==> config.mk <==
export PLATFORM = sky130hd
export DESIGN_NAME = cfg_wprot_bank
export DESIGN_NICKNAME = d
export VERILOG_FILES = /design/src/rtl/wp_pkg.sv /design/src/rtl/wp_decode.sv /design/src/rtl/wp_regfile.sv /design/src/rtl/wp_guard.sv /design/src/rtl/cfg_wprot_bank.sv
export SDC_FILE = /design/constraint.sdc
export NUM_CORES = 1
export LEC_CHECK = 0
export ABC_AREA = 1
export CAP_MARGIN = 20
export CORE_ASPECT_RATIO = 0.8
export CORE_MARGIN = 5
export CORE_UTILIZATION = 25
export CTS_CLUSTER_SIZE = 20
export DETAILED_ROUTE_END_ITERATION = 6
export PLACE_DENSITY = 0.36
export SKIP_LAST_GASP = 1
export SYNTH_ARGS = -nofsm -noshare
export SYNTH_HDL_FRONTEND = slang
export SYNTH_SLANG_ARGS = --single-unit
export TNS_END_PERCENT = 1
==> constraint.sdc <==
create_clock -name clk -period 3.2 [get_ports clk]
set_input_delay 0.8 -clock clk [delete_from_list [all_inputs] [get_ports clk]]
set_output_delay 0.8 -clock clk [all_outputs]
set_load 0.005 [all_outputs]
==> src/rtl/wp_pkg.sv <==
package wp_pkg;
  localparam int          DATA_W   = 32;
  localparam int          KEY_W    = 24;
  localparam int          WIN_WORDS = 128;
  localparam int          WIN_IW   = $clog2(WIN_WORDS);
  localparam logic [KEY_W-1:0] UNLOCK_KEY = 24'h5A17C3;
  localparam int          MODE_OFF = 'h200;
  localparam int          STAT_OFF = 'h204;
  localparam int          SRC_LSB  = 8;
endpackage

==> src/rtl/wp_decode.sv <==
module wp_decode
  import wp_pkg::*;
#(
  parameter int ADDR_W  = 10,
  parameter int NUM_CFG = 16
) (
  input  logic [ADDR_W-1:0] addr,
  output logic              win_hit,
  output logic              impl_hit,
  output logic [WIN_IW-1:0] idx,
  output logic              mode_hit,
  output logic              stat_hit
);
  localparam int WORD_W = ADDR_W - 2;

  logic              aligned;
  logic [WORD_W-1:0] word;

  always_comb begin
    aligned  = (addr[1:0] == 2'b00);
    word     = addr[ADDR_W-1:2];
    win_hit  = aligned && (word < WORD_W'(WIN_WORDS));
    idx      = word[WIN_IW-1:0];
    impl_hit = win_hit && ({1'b0, idx} < (WIN_IW+1)'(NUM_CFG));
    mode_hit = aligned && (word == WORD_W'(MODE_OFF / 4));
    stat_hit = aligned && (word == WORD_W'(STAT_OFF / 4));
  end
endmodule

==> src/rtl/wp_regfile.sv <==
module wp_regfile
  import wp_pkg::*;
#(
  parameter int NUM_CFG = 16
) (
  input  logic              clk,
  input  logic              rst_n,
  input  logic              we,
  input  logic              lock,
  input  logic              w_impl,
  input  logic [WIN_IW-1:0] w_idx,
  input  logic [DATA_W-1:0] w_data,
  input  logic [WIN_IW-1:0] r_idx,
  output logic [DATA_W-1:0] r_data
);
  localparam int IDX_W = (NUM_CFG > 1) ? $clog2(NUM_CFG) : 1;

  logic [NUM_CFG-1:0][DATA_W-1:0] regs;
  logic [IDX_W-1:0] wi, ri;

  assign wi = w_idx[IDX_W-1:0];
  assign ri = r_idx[IDX_W-1:0];

  for (genvar g = 0; g < NUM_CFG; g++) begin : g_reg
    always_ff @(posedge clk or negedge rst_n) begin
      if (!rst_n)                                  regs[g] <= '0;
      else if (we && w_impl && !lock && wi == IDX_W'(g)) regs[g] <= w_data;
    end
  end

  assign r_data = regs[ri];

  // a write while locked leaves the whole bank untouched
  a_r4_locked_hold: assert property (@(posedge clk) disable iff (!rst_n)
    (we && lock) |=> $stable(regs));

  // unlocked write to an implemented register lands
  a_r2_store: assert property (@(posedge clk) disable iff (!rst_n)
    (we && !lock && w_impl) |=> (regs[$past(wi)] == $past(w_data)));
endmodule

==> src/rtl/wp_guard.sv <==
module wp_guard
  import wp_pkg::*;
(
  input  logic              clk,
  input  logic              rst_n,
  input  logic              we,
  input  logic              win_hit,
  input  logic [WIN_IW-1:0] idx,
  input  logic              mode_hit,
  input  logic              stat_hit,
  input  logic [KEY_W-1:0]  key,
  input  logic              en_bit,
  output logic              lock,
  output logic [DATA_W-1:0] status
);
  logic              viol;
  logic [WIN_IW-1:0] src;
  logic              key_ok;
  logic              keyed_wr;
  logic              bad_wr;

  assign key_ok   = (key == UNLOCK_KEY);
  assign keyed_wr = we && mode_hit && key_ok;
  assign bad_wr   = we && lock && win_hit;

  always_ff @(posedge clk or negedge rst_n) begin
    if (!rst_n) begin
      lock <= 1'b0;
      viol <= 1'b0;
      src  <= '0;
    end else if (keyed_wr) begin
      lock <= en_bit;
      viol <= 1'b0;
      src  <= '0;
    end else if (bad_wr) begin
      viol <= 1'b1;
      src  <= idx;
    end
  end

  always_comb begin
    status = '0;
    status[0] = viol;
    status[SRC_LSB +: WIN_IW] = src;
  end

  // a blocked write records the flag and latest offending index
  a_r5_capture: assert property (@(posedge clk) disable iff (!rst_n)
    (we && lock && win_hit) |=> (status[0] && status[SRC_LSB +: WIN_IW] == $past(idx)));

  // keyed mode write clears the record
  a_r8_clear: assert property (@(posedge clk) disable iff (!rst_n)
    (we && mode_hit && key == UNLOCK_KEY) |=> (status == '0));

  // wrong key leaves protect-enable alone
  a_r3_bad_key: assert property (@(posedge clk) disable iff (!rst_n)
    (we && mode_hit && key != UNLOCK_KEY) |=> $stable(lock));

  // writes aimed at the status register do nothing to it
  a_r9_status_ro: assert property (@(posedge clk) disable iff (!rst_n)
    (we && stat_hit) |=> $stable(status));

  // unlocked writes never touch the status
  a_r7_quiet: assert property (@(posedge clk) disable iff (!rst_n)
    (we && !lock && !mode_hit) |=> $stable(status));
endmodule

==> src/rtl/cfg_wprot_bank.sv <==
module cfg_wprot_bank
  import wp_pkg::*;
#(
  parameter int ADDR_W  = 10,
  parameter int NUM_CFG = 16
) (
  input  logic              clk,
  input  logic              rst_n,
  input  logic              wr_en,
  input  logic [ADDR_W-1:0] wr_addr,
  input  logic [DATA_W-1:0] wr_data,
  input  logic [ADDR_W-1:0] rd_addr,
  output logic [DATA_W-1:0] rd_data
);
  logic              w_win, w_impl, w_mode, w_stat;
  logic [WIN_IW-1:0] w_idx;
  logic              r_win, r_impl, r_mode, r_stat;
  logic [WIN_IW-1:0] r_idx;
  logic              lock;
  logic [DATA_W-1:0] status, reg_rd;

  wp_decode #(.ADDR_W(ADDR_W), .NUM_CFG(NUM_CFG)) u_wdec (
    .addr(wr_addr), .win_hit(w_win), .impl_hit(w_impl), .idx(w_idx),
    .mode_hit(w_mode), .stat_hit(w_stat));

  wp_decode #(.ADDR_W(ADDR_W), .NUM_CFG(NUM_CFG)) u_rdec (
    .addr(rd_addr), .win_hit(r_win), .impl_hit(r_impl), .idx(r_idx),
    .mode_hit(r_mode), .stat_hit(r_stat));

  wp_guard u_guard (
    .clk(clk), .rst_n(rst_n), .we(wr_en), .win_hit(w_win), .idx(w_idx),
    .mode_hit(w_mode), .stat_hit(w_stat), .key(wr_data[DATA_W-1:DATA_W-KEY_W]),
    .en_bit(wr_data[0]), .lock(lock), .status(status));

  wp_regfile #(.NUM_CFG(NUM_CFG)) u_regs (
    .clk(clk), .rst_n(rst_n), .we(wr_en), .lock(lock), .w_impl(w_impl),
    .w_idx(w_idx), .w_data(wr_data), .r_idx(r_idx), .r_data(reg_rd));

  always_comb begin
    rd_data = '0;
    if (r_win && r_impl) rd_data = reg_rd;
    else if (r_mode)     rd_data = {{(DATA_W-1){1'b0}}, lock};
    else if (r_stat)     rd_data = status;
  end
endmodule

==> out/results.ini, run 1 <==
[routing]
avgViaCountPerCell = 4.52
drt_pass1_iterations = 6
dr.first_iter.drc_count = 2056
wl_per_cell_um = 20.8
postRouteAntennaNets = 0
drc_errors = 0
vias = 28181
routed_wl_um = 129000

[synth]
synth.area.top_cells = dfrtp_1, nand2_1, inv_1
synthesis.area_um2 = 30000
synth_edf_count = 0
synth_most_common_cell = nand2_1
avgSynthCellArea_um2 = 6.69
async_flop_share_pct = 100
yosysTopAreaCell = dfrtp_1
synth_common_cells = nand2_1, inv_1, dfrtp_1
yosysWarnings = 0
netlist_instances = 4489
ys_types = 24
synth_ff_type = dfrtp_1
syn_nets = 4544
ys_seq_elements = 521
synth_seq_area_share_pct = 43.4
synth_top_area_share_pct = 43.4

[timing]
setup_viol = 25
tightest_slew_ns = 0.809
min_period_ns = 3.48
relSlewSlack_pct = 46.0
fmax_ghz = 0.287
hold_ws_ns = 0.136
fin_skew_ns = 0.0141
rsz0062_at_grt = yes
hold_violations = 0
timing.final.crit_share_pct = 109
slew_violations = 0
fin_ws_ns = -0.280

[critical_path]
worstPathCellList = buf_16 -> buf_16 -> buf_12 -> o21ai_0 -> nand2_1 -> nand2_1 -> nand2_1 -> nand2_1 -> inv_1 -> a21oi_2 -> clkdlybuf4s50_1
arrival_ns = 2.68
critPathMaxStageDelay_ns = 0.56
ff2ff_path_depth = 7
crit_family = buffers and inverters
cp.required_ns = 2.40
crit_path_top_delay_cell = clkdlybuf4s50_1
endpoint_kind = primary output
worstSetupPathDepth = 11
cp-start-kind = input port
crit_top_cell = nand2_1
path_max_fanout = 30
cp_num_buf_inv = 5
critPathKind = in2out

[pwr]
internal_power_uw = 11700
p_leak_uw = 0.0196
power_per_cell_area_nw_per_um2 = 440
pwr-share-seq_pct = 41.3
p_switching_uw = 4550
total_power_uw = 16300
clkPwrFrac_pct = 47.0
p_sw_share_pct = 27.9
combPwrFrac_pct = 11.6
vdd_drop_max_uv = 327

[floorplanning]
core_um2 = 119000
rows = 113
dieWidth_um = 397
fp.dieArea_um2 = 127000
initial_utilization_pct = 25.2
die_height_um = 320
io_pins = 87

[clock_tree]
cts-buffers-inserted = 68
cts_tree = built
root_buffer = clkbuf_16
path_clk_slew_ns = 0.06
insertion_delay_ns = 0.63
cts.sinks = 521
clock_path_buffers = 3
htree_levels = 3

[placed_design]
gp_congestion = 0.799
io_buffers = 86
place_inst = 6095
detailed_place.area_um2 = 34300
hpwl_um = 78700

[job]
drv_cap = 0

[hold_path]
hp-class = in2async

[cells_and_area]
nNetsFinal = 4630
postLayoutCellArea_um2 = 37000
syn_to_final_growth_pct = 23.1
finalNonFillerCells = 6233
drive_gt1_share_pct = 9.28

[grt]
grt_pass1_wl_um = 193000
use_met2_pct = 30.1
grt_max_degree = 73
grtUsageTotal_pct = 20.1
gr-usage-met3_pct = 3.18
antenna_found_initial = 2
overflow = 0
grt_pass1_vias = 27587
grtUsageMet1_pct = 30.7
busiest_layer = met1

[outcome]
violations = setup timing
status = finished with violations

## metal layers
| metal | vias up | share of wire [%] |
|---|---|---|
| li1 | 13818 | - |
| met5 | - | 0 |
| met4 | 0 | 1.6 |
| met1 | 13641 | 52 |
| met2 | 596 | 42 |
| met3 | 126 | 4.7 |
## stage by stage
step / worst slack (ns) / TNS, ns / utilization (%)
floorplan: 0.499 / 0 / -
global placement: -0.624 / -11.44 / 28.8
detailed placement: -0.607 / -11.16 / 28.8
CTS: -0.269 / -5.07 / 31.0
global route: -0.335 / -6.53 / 31.0
finish: -0.280 / -3.62 / 31.0
## layout by cell type, fill, tap and decap left out, types with 3 or more instances in the layout
cell and n:
a21oi_2 11, dlymetal6s2s_1 5, clkbuf_1 23, buf_4 172, clkinv_2 7, nand3_1 165, nand2_1 1718, o211ai_1 24
nand2_2 7, bufbuf_16 3, clkinv_1 12, nor2_1 61, nand4_1 471, nor2_2 4, a21oi_4 4, o21ai_0 100
dfrtp_1 521, inv_1 966, buf_16 8, buf_12 75, a21oi_1 35, o21ai_1 6, dlygate4sd2_1 19, a22oi_1 8
buf_6 6, nor2_4 11, nand3_2 18, clkbuf_8 14, clkdlybuf4s50_1 57, clkbuf_16 73, inv_2 3
## final cells by class
class	instances	area, um2
antenna	1	2.50
clock buffer	108	2060
clock inverter	9	73.8
fill	13151	82100
inverter	985	3720
multi-input combinational	2649	12000
sequential	521	13000
tap	1610	2010
timing repair buffer	350	4050
## power groups by stage
stage | combinational, uW | sequential, uW | clock, uW
3_3_place_gp | 1820 | 6840 | 0
4_1_cts | 1900 | 6720 | 7910
6_report | 1890 | 6720 | 7660
5_1_grt | 2070 | 6730 | 8140
3_5_place_dp | 1810 | 6840 | 0
2_1_floorplan | 818 | 6830 | 0
## path summary, 6_finish.rpt
| kind | from | to | slack (ns) |
|---|---|---|---|
| setup / recovery | rd_addr[2] | rd_data[16] | -0.28 |
| hold / removal | rst_n | u_regs.regs[4] | 0.14 |
| setup reg to reg | u_guard.lock | u_regs.regs[399] | 1.47 |
| hold reg to reg | u_regs.regs[17] | u_regs.regs[17] | 0.48 |
| max in group asynchronous | rst_n | u_regs.regs[510] | 2.14 |
| min in group clk | u_regs.regs[17] | u_regs.regs[17] | 0.48 |
## sequential cells by signal, summed over array words and instances, names as in the netlist
signal / flops
u_guard.lock: 1
u_guard.src: 7
u_guard.viol: 1
u_regs.regs: 512
## repair_timing
| action | 4_1_cts | 5_1_grt |
|---|---|---|
| endpoints found under the setup margin | 32 | 32 |
| hold buffers | 0 | 0 |
| resized for setup | 70 | 12 |
| pin swaps | 16 | 7 |
| gates cloned | 5 | 2 |
| setup buffers | 11 | 3 |
## logic make-up after synthesis
kind of cell	synth area share [%]
flip-flops	43.4
AO/OA/AOI/OAI	3.40
buffers and inverters	17.3
AND/OR/NAND/NOR	35.9
## worst reg2reg max path: cells and delay by family (launching register included)
kind	cells	cell delay, ns
buf+inv	3	0.53
flops	1	0.42
simple gates	4	0.69
Power figures use the tool's default switching activity.
==> inputs of run 2 (changes only) <==
--- a/config.mk
+++ b/config.mk
@@ -7,12 +7,15 @@
 export LEC_CHECK = 0
 export ABC_AREA = 1
 export CAP_MARGIN = 20
+export CELL_PAD_IN_SITES_DETAIL_PLACEMENT = 2
+export CELL_PAD_IN_SITES_GLOBAL_PLACEMENT = 2
 export CORE_ASPECT_RATIO = 0.8
 export CORE_MARGIN = 5
 export CORE_UTILIZATION = 25
 export CTS_CLUSTER_SIZE = 20
 export DETAILED_ROUTE_END_ITERATION = 6
-export PLACE_DENSITY = 0.36
+export PLACE_DENSITY = 0.57
+export SETUP_SLACK_MARGIN = 0.02
 export SKIP_LAST_GASP = 1
 export SYNTH_ARGS = -nofsm -noshare
 export SYNTH_HDL_FRONTEND = slang
==> run 2 against run 1 <==
The run still ends with setup timing left. Critical path type unchanged. Sequential cell count stayed put. Via count is 4.6% higher. First-iteration DRC count is 30% lower. Critical path depth is 2 lower. Die area stayed put.
==> out/results.ini, run 2 (synthesis gave the netlist of run 1 again) <==
[pwr]
p_leak_uw = 0.0195  ; was 0.0196 uW
vdd_drop_max_uv = 298  ; was 327 uV
power_per_cell_area_nw_per_um2 = 443  ; was 440 nW/um2
total_power_uw = 16300  ; about the same

[cells_and_area]
reg_top3 = u_regs.regs x512, u_guard.src x7  ; unchanged
drive_gt1_share_pct = 8.75  ; was 9.28%
largest_register_ffs = 512  ; unchanged
layout_common_cells = nand2_1, inv_1, dfrtp_1  ; unchanged
postLayoutCellArea_um2 = 36800  ; was 37000 um2
mostFrequentLayoutCell = nand2_1  ; unchanged
fillCellCount = 14198  ; was 13.2k
syn_to_final_growth_pct = 22.6  ; was 23.1%
top_register = u_regs.regs  ; unchanged
nNetsFinal = 4614  ; was 4630

[floorplanning]
dieWidth_um = 397  ; unchanged
rows = 113  ; unchanged
die_height_um = 320  ; unchanged
io_pins = 87  ; unchanged
initial_utilization_pct = 25.2  ; unchanged
core_um2 = 119000  ; unchanged
fp.dieArea_um2 = 127000  ; unchanged

[grt]
overflow = 0  ; unchanged
antenna_found_initial = 3  ; was 2
grt_pass1_wl_um = 211000  ; was 193000 um
grt_pass1_vias = 31406  ; was 27.6k
grtUsageTotal_pct = 22.0  ; was 20.1%
grt_max_degree = 87  ; was 73

[timing]
min_period_ns = 3.44  ; was 3.48 ns
rsz0062_at_grt = yes  ; unchanged
timing.final.crit_share_pct = 107  ; was 109%
tightest_slew_ns = 0.766  ; was 0.809 ns
hold_violations = 0  ; unchanged
slew_violations = 0  ; unchanged
fin_ws_ns = -0.239  ; was -0.280 ns
setup_viol = 28  ; was 25
fmax_ghz = 0.291  ; was 0.287 GHz
fin_skew_ns = 0.0133  ; was 0.0141 ns
relSlewSlack_pct = 48.9  ; was 46.0%

[critical_path]
crit_path_top_delay_cell = clkdlybuf4s50_1  ; unchanged
rrSetupSlack_ns = 1.25  ; was 1.47 ns
cp.required_ns = 2.40  ; about the same
ff2ff_path_depth = 8  ; was 7
worst_r2r_endpoint = u_regs.regs[379]  ; was u_regs.regs[399]
worstPathCellList = buf_12 -> buf_4 -> nor2_4 -> buf_12 -> a21oi_1 -> nand3_1 -> nand3_1 -> a21oi_2 -> clkdlybuf4s50_1  ; was buf_16 -> buf_16 -> buf_12 -> o21ai_0 -> nand2_1 -> nand2_1 -> nand2_1 -> nand2_1 -> inv_1 -> a21oi_2 -> clkdlybuf4s50_1
cp-start-kind = input port  ; unchanged
arrival_ns = 2.64  ; was 2.68 ns
critPathKind = in2out  ; unchanged
critPathMaxStageDelay_ns = 0.56  ; about the same
endpoint_kind = primary output  ; unchanged
path_max_fanout = 15  ; was 30
rr_startpoint = u_guard.lock  ; unchanged

[placed_design]
gp_congestion = 0.743  ; was 0.799
hpwl_um = 88100  ; was 78700 um
place_ws_ns = -0.589  ; was -0.607 ns
io_buffers = 86  ; unchanged
detailed_place.area_um2 = 34400  ; was 34300 um2

[clock_tree]
cts-buffers-inserted = 68  ; unchanged
cts_tree = built  ; unchanged
root_buffer = clkbuf_16  ; unchanged
clock_path_buffers = 3  ; unchanged
htree_levels = 3  ; unchanged
cts.sinks = 521  ; unchanged
path_clk_slew_ns = 0.06  ; about the same
insertion_delay_ns = 0.64  ; was 0.63 ns
hold_buffers = 0  ; unchanged

[outcome]
status = finished with violations  ; unchanged
violations = setup timing  ; unchanged

[routing]
drc_errors = 0  ; unchanged
wl_per_cell_um = 22.7  ; was 20.8 um
drt_pass1_iterations = 5  ; was 6
dr.first_iter.drc_count = 1447  ; was 2056
routed_wl_um = 141000  ; was 129000 um
postRouteAntennaNets = 0  ; unchanged
vias = 29479  ; was 28.2k
avgViaCountPerCell = 4.74  ; was 4.52

[hold_path]
hp-class = in2async  ; unchanged

[job]
drv_cap = 0  ; unchanged

## run 2: per-stage QoR
| step | hold slack (ns) | setup TNS (ns) | utilization (%) | std cells |
|---|---|---|---|---|
| 3_3_place_gp | 0.466 | -13.69 | 28.9 | 6087 |
| 6_report | 0.119 | -1.85 | 30.9 | 6219 |
| 4_1_cts | 0.103 | -2.17 | 30.9 | 6215 |
| 2_1_floorplan | 0.453 | 0 | - | 4489 |
| 3_5_place_dp | 0.474 | -13.86 | 28.9 | 6087 |
| 5_1_grt | 0.118 | -4.41 | 30.9 | 6216 |
## run 2: layout make-up
class,count,area (um2),share of cell area (%)
diodes,3,7.51,0.0204
clock buffers,100,1940,5.28
clock inverters,17,148,0.401
inverters,985,3720,10.1
multi-input cells,2649,12000,32.5
flip-flops and latches,521,13000,35.4
well taps,1610,2010,5.47
repair buffers,334,3990,10.8
## run 2: how the worst max path moves through the flow
stage / startpoint / endpoint / slack, ns
after global routing: rd_addr[2] / rd_data[7] / -0.25
after CTS: rd_addr[2] / rd_data[2] / -0.21
after floorplan: rd_addr[2] / rd_data[15] / 0.50
final: rd_addr[2] / rd_data[7] / -0.24
after detailed placement: rd_addr[7] / rd_data[0] / -0.59
after global placement: rd_addr[7] / rd_data[0] / -0.56
## run 2: routing by layer
layer  part of all wire (%)  GRT usage (%)  up-vias
met2                     45           35.5      372
met1                     51           32.0    15204
met5                      0              0        -
met3                    3.0           2.77      115
li1                       -              -    13788
met4                    1.4           3.68        0
## run 2: repair_timing
action | 4_1_cts | 5_1_grt
pin swaps | 2 | 0
cloned | 4 | 1
buffers inserted | 7 | 0
resized for setup | 61 | 3
setup endpoints to repair | 32 | 32
## run 2: report_power, final
group,internal (uW),total (uW),switching (uW)
Combinational,580,1940,1360
Sequential,6680,6720,39.4
Clock,4360,7640,3290
Total,11600,16300,4690
## run 2: worst max-delay path: cells and delay by family
family | cells | cell delay [ns]
compound gates | 2 | 0.33
simple gates | 3 | 0.44
buf+inv | 4 | 1.05
